## config.mk

```make
export PLATFORM = sky130hd
export DESIGN_NAME = toh_serial_port
export DESIGN_NICKNAME = d
export VERILOG_FILES = /design/src/rtl/toh_pkg.sv /design/src/rtl/toh_clkgen.sv /design/src/rtl/toh_fifo.sv /design/src/rtl/toh_serializer.sv /design/src/rtl/toh_serial_port.sv
export SDC_FILE = /design/constraint.sdc
export NUM_CORES = 1
export LEC_CHECK = 0
export ABC_AREA = 1
export BUFFER_PORTS_ARGS = -buffer_cell sky130_fd_sc_hd__clkbuf_2
export CAP_MARGIN = 20
export CELL_PAD_IN_SITES_DETAIL_PLACEMENT = 0
export CELL_PAD_IN_SITES_GLOBAL_PLACEMENT = 1
export CORE_ASPECT_RATIO = 0.75
export CORE_MARGIN = 4
export CORE_UTILIZATION = 41
export CTS_CLUSTER_SIZE = 30
export DETAILED_ROUTE_END_ITERATION = 12
export PLACE_DENSITY_LB_ADDON = 0.1
export SYNTH_ARGS = -nofsm -noshare
export SYNTH_HDL_FRONTEND = slang
export SYNTH_SLANG_ARGS = --single-unit
```

## constraint.sdc

```tcl
create_clock -name clk -period 3.3 [get_ports clk]
set_input_delay 0.165 -clock clk [delete_from_list [all_inputs] [get_ports clk]]
set_output_delay 0.165 -clock clk [all_outputs]
set_load 0.03 [all_outputs]
```

## src/rtl/toh_pkg.sv

```systemverilog
package toh_pkg;
  typedef struct packed {
    logic       sof;
    logic [7:0] data;
  } toh_byte_t;
endpackage

```

## src/rtl/toh_clkgen.sv

```systemverilog
module toh_clkgen #(
  parameter int HALF = 2
) (
  input  logic clk,
  input  logic rst,
  output logic ser_clk,
  output logic fall_tick
);
  localparam int W = (2 * HALF > 1) ? $clog2(2 * HALF) : 1;
  localparam logic [W-1:0] LAST  = W'(2 * HALF - 1);
  localparam logic [W-1:0] FALLC = W'(HALF - 1);
  localparam logic [W-1:0] HALFC = W'(HALF);

  logic [W-1:0] cnt_q;

  always_ff @(posedge clk) begin
    if (rst) cnt_q <= '0;
    else if (cnt_q == LAST) cnt_q <= '0;
    else cnt_q <= cnt_q + 1'b1;
  end

  assign ser_clk   = (cnt_q < HALFC);
  assign fall_tick = (cnt_q == FALLC);


  clk_fall_chk: assert property (@(posedge clk) disable iff (rst)
    fall_tick |=> !ser_clk);
endmodule

```

## src/rtl/toh_fifo.sv

```systemverilog
module toh_fifo import toh_pkg::*; #(
  parameter int DEPTH = 36
) (
  input  logic      clk,
  input  logic      rst,
  input  logic      push,
  input  toh_byte_t wdata,
  input  logic      pop,
  output toh_byte_t head,
  output logic      empty,
  output logic      full
);
  localparam int AW = (DEPTH > 1) ? $clog2(DEPTH) : 1;
  localparam int CW = $clog2(DEPTH + 1);
  localparam logic [AW-1:0] LASTP = AW'(DEPTH - 1);
  localparam logic [CW-1:0] DEPC  = CW'(DEPTH);

  toh_byte_t mem [DEPTH];
  logic [AW-1:0] wp_q, rp_q;
  logic [CW-1:0] cnt_q;
  logic do_push, do_pop;

  assign empty   = (cnt_q == '0);
  assign full    = (cnt_q == DEPC);
  assign do_push = push && !full;
  assign do_pop  = pop && !empty;
  assign head    = mem[rp_q];

  always_ff @(posedge clk) begin
    if (do_push) mem[wp_q] <= wdata;
  end

  always_ff @(posedge clk) begin
    if (rst) begin
      wp_q  <= '0;
      rp_q  <= '0;
      cnt_q <= '0;
    end else begin
      if (do_push) wp_q <= (wp_q == LASTP) ? '0 : wp_q + 1'b1;
      if (do_pop)  rp_q <= (rp_q == LASTP) ? '0 : rp_q + 1'b1;
      case ({do_push, do_pop})
        2'b10:   cnt_q <= cnt_q + 1'b1;
        2'b01:   cnt_q <= cnt_q - 1'b1;
        default: cnt_q <= cnt_q;
      endcase
    end
  end


  fifo_bound_chk: assert property (@(posedge clk) disable iff (rst)
    full && !do_pop |=> full);
endmodule

```

## src/rtl/toh_serializer.sv

```systemverilog
module toh_serializer import toh_pkg::*; (
  input  logic      clk,
  input  logic      rst,
  input  logic      tick,
  input  logic      empty,
  input  toh_byte_t head,
  output logic      pop,
  output logic      ser_data,
  output logic      ser_valid,
  output logic      ser_frame
);
  logic [7:0] shreg_q;
  logic [2:0] left_q;
  logic       busy_q;
  logic       announced_q;
  logic       between, announce;

  assign between  = !busy_q || (left_q == 3'd0);
  assign announce = tick && between && !empty && head.sof && !announced_q;
  assign pop      = tick && between && !empty && !(head.sof && !announced_q);

  always_ff @(posedge clk) begin
    if (rst) begin
      shreg_q     <= '0;
      left_q      <= '0;
      busy_q      <= 1'b0;
      announced_q <= 1'b0;
      ser_data    <= 1'b0;
      ser_valid   <= 1'b0;
      ser_frame   <= 1'b0;
    end else if (tick) begin
      if (!between) begin
        ser_data  <= shreg_q[7];
        shreg_q   <= {shreg_q[6:0], 1'b0};
        left_q    <= left_q - 1'b1;
        ser_valid <= 1'b1;
        ser_frame <= 1'b0;
      end else if (announce) begin
        busy_q      <= 1'b0;
        announced_q <= 1'b1;
        ser_data    <= 1'b0;
        ser_valid   <= 1'b0;
        ser_frame   <= 1'b1;
      end else if (pop) begin
        busy_q      <= 1'b1;
        announced_q <= 1'b0;
        ser_data    <= head.data[7];
        shreg_q     <= {head.data[6:0], 1'b0};
        left_q      <= 3'd7;
        ser_valid   <= 1'b1;
        ser_frame   <= 1'b0;
      end else begin
        busy_q    <= 1'b0;
        ser_data  <= 1'b0;
        ser_valid <= 1'b0;
        ser_frame <= 1'b0;
      end
    end
  end


  outputs_stable_chk: assert property (@(posedge clk) disable iff (rst)
    !tick |=> $stable({ser_data, ser_valid, ser_frame}));

  idle_low_chk: assert property (@(posedge clk) disable iff (rst)
    !ser_valid |-> !ser_data);

  frame_gap_chk: assert property (@(posedge clk) disable iff (rst)
    ser_frame |-> !ser_valid);

  frame_then_bit_chk: assert property (@(posedge clk) disable iff (rst)
    ser_frame && tick |=> ser_valid);
endmodule

```

## src/rtl/toh_serial_port.sv

```systemverilog
module toh_serial_port import toh_pkg::*; #(
  parameter int HALF  = 2,
  parameter int DEPTH = 36
) (
  input  logic       clk,
  input  logic       rst,
  input  logic       in_valid,
  output logic       in_ready,
  input  logic [7:0] in_data,
  input  logic       in_toh,
  input  logic       in_sof,
  output logic       ser_clk,
  output logic       ser_data,
  output logic       ser_valid,
  output logic       ser_frame,
  output logic       overflow
);
  logic      fall_tick, synced_q, offer, push, pop, empty, full;
  toh_byte_t head, wbyte;

  toh_clkgen #(.HALF(HALF)) u_clk (
    .clk(clk), .rst(rst), .ser_clk(ser_clk), .fall_tick(fall_tick)
  );

  assign offer     = in_valid && in_toh && (synced_q || in_sof);
  assign push      = offer && !full;
  assign in_ready  = !full;
  assign wbyte.sof  = in_sof;
  assign wbyte.data = in_data;

  always_ff @(posedge clk) begin
    if (rst) begin
      synced_q <= 1'b0;
      overflow <= 1'b0;
    end else begin
      if (in_valid && in_toh && in_sof) synced_q <= 1'b1;
      if (offer && full) overflow <= 1'b1;
    end
  end

  toh_fifo #(.DEPTH(DEPTH)) u_fifo (
    .clk(clk), .rst(rst), .push(push), .wdata(wbyte), .pop(pop),
    .head(head), .empty(empty), .full(full)
  );

  toh_serializer u_ser (
    .clk(clk), .rst(rst), .tick(fall_tick), .empty(empty), .head(head),
    .pop(pop), .ser_data(ser_data), .ser_valid(ser_valid), .ser_frame(ser_frame)
  );


  sticky_ovf_chk: assert property (@(posedge clk) disable iff (rst)
    overflow |=> overflow);

  full_ovf_chk: assert property (@(posedge clk) disable iff (rst)
    offer && !in_ready |=> overflow);
endmodule

```

# ---- Word-level counts from Yosys, hierarchy flattened
# Memory sizes are Yosys's and may differ from the RTL's. A register that Yosys moved wholly into a read port is not among the register bits.
# Cells that the tools add are included.
# W data, S select, Z words.
dict set report op_classes {
  bitwise_logic 0
  reduce_logical 28
  magnitude_cmp 1
  eq_ne 9
  multipliers 0
  n_mux 23
  shifts 0
  div_mod_pow 0
  add_sub_neg 6
}
# operator n
set ops {}
lappend ops {{$mux W6} 4}
lappend ops {{$mux W8} 3}
lappend ops {{$add A6 B1 Y6 const B} 3}
lappend ops {{$eq A6 B6 Y1 const B} 3}
lappend ops {{$logic_and A1 B1 Y1} 13}
lappend ops {{$mux W1} 12}
lappend ops {{$pmux W6 S2} 1}
lappend ops {{$mux W3} 3}
lappend ops {{$logic_not A6 Y1} 1}
lappend ops {{$reduce_and A3 Y1} 2}
lappend ops {{$sub A6 B1 Y6 const B} 1}
lappend ops {{$logic_not A1 Y1} 5}
lappend ops {{$eq A2 B1 Y1 const B} 2}
lappend ops {{$eq A2 B2 Y1 const B} 2}
lappend ops {{$ne A2 B2 Y1 const B} 2}
lappend ops {{$reduce_bool A2 Y1} 2}
lappend ops {{$logic_not A3 Y1} 1}
lappend ops {{$sub A3 B1 Y3 const B} 1}
lappend ops {{$add A2 B1 Y2 const B} 1}
lappend ops {{$logic_or A1 B1 Y1} 2}
lappend ops {{$lt A2 B2 Y1 const B} 1}
lappend ops {{$reduce_and A2 Y1} 1}
lappend ops {{$reduce_or A2 Y1} 1}
dict set report word_totals {
  in_bits 13
  output_inout_bits 6
  rom_bits 0
  word_cells 81
  latch_bits 0
  memories 1
  mem_bits_rw 324
  regBits 38
}
# name depth width rd rd_clocked_by_memory_dff write_ports line
set mem_list {}
lappend mem_list {u_fifo.mem 36 9 1 1 1 toh_fifo.sv:18} ;# toh_byte_t mem [DEPTH];

# ---- Logic depth before layout (Yosys ltp)
dict set report logic_depth {
  word_depth 8
  depth_mapped 26
  depth_no_buf 24
}

# ---- Modules after synthesis
# A second synthesis with hierarchy kept.
dict set report hier_totals {
  hier_cells 1415
  area_unflattened_um2 15308.4
}
# mod seq_area_each_um2 cells_each area_per_inst_um2 n_inst
set by_module_without_submodules {}
lappend by_module_without_submodules {toh_fifo 10209.8 1281 14395.1 1}
lappend by_module_without_submodules {toh_serializer 300.3 110 730.7 1}
lappend by_module_without_submodules {toh_serial_port 40.0 14 95.1 1}
lappend by_module_without_submodules {toh_clkgen 40.0 10 87.6 1}

# ---- Worst setup path before layout
# Ideal clock, no wire load.
dict set report synth_timing {
  path_kind {reg2reg}
  startpoint {register (tool-made name)}
  endpoint {register u_fifo.cnt_q[4]}
  n_path_buf 2
  stages_incl_launch_ff 24
  setup_slack_ns 0.559
  period_less_slack_ns 2.741
  required_ns 3.185
  setup_ns 0.115
  arrival_ns 2.626
  path_cell_list {dfxtp_1 -> inv_2 -> buf_6 -> nand2_1 -> nand3_1 -> nand3_1 -> nand3_1 -> nand3_1 -> nand2_1 -> nand2_1 -> nand2_1 -> nand2_4 -> inv_2 -> ha_1 -> clkbuf_1 -> xor2_1 -> ha_1 -> inv_1 -> nand2_1 -> nand3_1 -> o311ai_0 -> xor2_1 -> o21ai_0 -> inv_1}
}
# element line
set synth_lines {}
lappend synth_lines {{end signal: assignment} toh_fifo.sv:42} ;# 2'b10: cnt_q <= cnt_q + 1'b1;
lappend synth_lines {{end signal: assignment} toh_fifo.sv:43} ;# 2'b01: cnt_q <= cnt_q - 1'b1;
lappend synth_lines {{end signal: assignment} toh_fifo.sv:44} ;# default: cnt_q <= cnt_q;
lappend synth_lines {{end: declaration} toh_fifo.sv:20} ;# logic [CW-1:0] cnt_q;

==> flow_summary.toml <==
[run_status]
status = "finished clean"

[cts]
clk_pin_slew_ns = 0.07
ctsLongestPathBuffers = 3
clock_latency_ns = 0.54
cts_made_buffers = 37
cts_tree = "built"
cts_root_buffer = "clkbuf_16"
htree_levels = 2
clock-sinks = 367

[yosys]
yosys_warnings = 0
synth_top_family_by_area = "simple AND/OR/NAND/NOR gates"
synth_area_sq_um = 15200
ys_ff_latch = 367
muxShareOfSynthArea_pct = 0
synth_xor_area_share_pct = 0.689
ys_types = 28
synth_compound_area_share_pct = 4.27
dominantRegCellSynth = "edfxtp_1"
yosysSeqAreaShare_pct = 69.5
synth-async-reset-ratio_pct = 0
synth_fa_ha_area_share_pct = 0.739
synth_edf_count = 324
postSynthCellCount = 1384
synth-simple-area-share_pct = 20.1
synth.avg_cell_area_sq_um = 11.0
syn_nets = 1406

[setup_path]
end_kind = "flop"
crit_path_start_kind = "flop"
r2r_cells = 19
crit_path_max_incr_delay_ns = 0.37
crit_family = "buffers and inverters"
path_cells = "inv_2 -> buf_4 -> o21ai_0 -> o221ai_1 -> nand2_1 -> inv_1 -> nand2_1 -> nand2_4 -> inv_2 -> ha_2 -> xor2_1 -> ha_1 -> inv_1 -> nand2_1 -> nand3_1 -> o311ai_0 -> xor2_1 -> o21ai_0 -> inv_1"
arrival_ns = 3.37
r2r_slack_ns = 0.35
cp_slowest_cell = "dfxtp_2"
path_buf_inv = 6
path_max_fanout = 14
regToRegEndpoint = "u_fifo.cnt_q[4]$_SDFFE_PP0P_"
setup.worst_path.class = "reg -> reg"
crit_required_ns = 3.72

[floorplan]
dieArea_sq_um = 40400
rows = 60
die_w_um = 231
fp.coreArea_sq_um = 36300
start_util_pct = 42.0
die_y_um = 175
io_pins = 19

[timing]
tightest_slew_ns = 1.09
slew_headroom_pct = 27.0
fmax_mhz = 339
hold_slack_ns = 0.134
rsz0062_at_grt = "no"
hold_viol_final = 0
post-route-min-period_ns = 2.95
final.setup.tns_ns = 0
setup_viol_count_final = 0
period_share_pct = 89.5
slew_viol_final = 0
fin_skew_ns = 0.0264

[power]
vdd_drop_max_uv = 434
totalPowerFinal_w = 0.0108
powerDensity_nw_per_um2 = 622
p_leak_nw = 6.38

[final_layout]
final_nets = 1465
design_area_sq_um = 17300
drive_gt1_share_pct = 10.2
diodes = 0
final_cells = 1967
fillers = 3430
area_growth_pct = 13.6

[global_route]
overflow = 0
antenna_found_initial = 0
track_usage_pct = 19.8
grt_max_degree = 45
grt_pass1_vias = 9536
grt_first_pass_wirelength_um = 61100

[drt]
finalWirelength_um = 40300
ant_nets = 0
routed_via_density = 5.12
routedWlPerCell_um = 20.5
dr.pass1.iters = 5
remaining_drc_errors = 0
vias = 10080
drtIter0Drc = 1008

[place]
dp_hpwl_um = 24700
postPlaceCellArea_sq_um = 16100
io_buffers = 18
gp_congestion = 0.830
placed_cells = 1894

[hold_path]
hold_depth = 2
min_to = "u_fifo.wp_q[3]$_SDFFE_PP0P_"
hp-start = "rst"
hold_path.class = "in -> reg"

[run]
cap_violations = 0
[sequential cells by signal, summed over array words and instances (netlist names), 2 cells and up, named ones only]
signal	count
u_fifo.mem	324
u_fifo.rp_q	6
u_fifo.wp_q	6
u_ser.left_q	3
u_fifo.cnt_q	6
u_ser.shreg_q	7
u_clk.cnt_q	2
[layout by cell type, fill, tap and decap left out, types with 7 or more instances in the layout]
cell type  count
nand2_1      348
edfxtp_1     324
nand3_1      243
nor2_1       124
inv_1         71
buf_4         70
o21ai_0       58
dfxtp_1       41
clkbuf_16     40
a21oi_1       34
clkbuf_2      18
o211ai_1      11
clkinv_1      10
clkbuf_1       9
xor2_1         8
ha_1           8
o22ai_1        7
[worst register-to-register path, stage by stage, from the launching register on]
cell	delay, ns
dfxtp_2	0.37
inv_2	0.24
buf_4	0.24
o21ai_0	0.10
o221ai_1	0.21
nand2_1	0.08
inv_1	0.07
nand2_1	0.08
nand2_4	0.08
inv_2	0.04
ha_2	0.21
xor2_1	0.17
ha_1	0.19
inv_1	0.05
nand2_1	0.08
nand3_1	0.09
o311ai_0	0.14
xor2_1	0.17
o21ai_0	0.16
inv_1	0.05
[metrics by stage]
step,setup slack (ns),utilization (%)
2_1_floorplan,0.559,-
3_3_place_gp,0.285,44.3
3_5_place_dp,0.249,44.3
4_1_cts,0.222,47.6
5_1_grt,0.0157,47.8
6_report,0.347,47.8
[synthesized netlist by cell type, types with 3 or more instances]
library cell	instances	area share (%)
ha_1	9	0.74
a21oi_1	34	1.1
dfxtp_1	43	5.6
nor2_1	124	3.1
buf_4	23	1.1
clkinv_1	3	0.074
xor2_1	8	0.46
nor3_1	4	0.13
o22ai_1	7	0.29
o21ai_1	3	0.098
clkbuf_1	20	0.49
nand2_1	348	8.6
o21ai_0	58	1.9
o211ai_1	11	0.54
buf_2	21	0.69
inv_1	72	1.8
buf_6	6	0.44
xnor2_1	4	0.23
edfxtp_1	324	64
buf_1	3	0.074
nand3_1	243	8.0
nand4_1	6	0.25
[worst max-delay path by stage]
stage                                               to  cells after the start
after CTS                 u_fifo.cnt_q[4]$_SDFFE_PP0P_                     22
after global routing      u_fifo.cnt_q[5]$_SDFFE_PP0P_                     22
after global placement    u_fifo.cnt_q[4]$_SDFFE_PP0P_                     22
final                     u_fifo.cnt_q[4]$_SDFFE_PP0P_                     19
after detailed placement  u_fifo.cnt_q[4]$_SDFFE_PP0P_                     22
after floorplan           u_fifo.cnt_q[4]$_SDFFE_PP0P_                     23
[what timing repair did]
action / CTS / global route
endpoints found under the hold margin: 1 / 0
resized for setup: 0 / 4
setup endpoints to repair: 0 / 2
hold buffers: 2 / 0
buffers inserted: 0 / 3
[layer usage]
| layer | vias up | track usage (%) | wire [um] | share of wire, % |
|---|---|---|---|---|
| met2 | 249 | 27.8 | 16700 | 41 |
| met1 | 4874 | 32.0 | 20600 | 51 |
| met4 | 0 | 4.08 | 606 | 1.5 |
| li1 | 4910 | - | - | - |
| met5 | - | 0 | 0 | 0 |
| met3 | 47 | 3.70 | 2350 | 5.8 |
[kinds of logic after synthesis]
logic type,after synthesis
buf+inv,150
simple gates,727
fa+ha+maj,9
flops,367
compound gates,119
xor+xnor,12
[layout make-up]
cell class                      instances  area [sq um]  area share [%]
Clock buffer                           54          1090            6.27
Clock inverter                         13          85.1           0.491
Inverter                               77           294            1.70
Multi-Input combinational cell        867          3940            22.7
Sequential cell                       367         10600            61.2
Tap cell                              496           621            3.58
Timing Repair Buffer                   93           699            4.04
[power by group]
group          leakage (nW)  switching (W)  total (W)  internal, W
clock                 0.577        0.00174    0.00410      0.00236
combinational          2.54        0.00106    0.00150     0.000444
sequential             3.26      0.0000545    0.00516      0.00511
total                  6.38        0.00285     0.0108      0.00791
No activity file was read; power rests on OpenSTA's default activity.
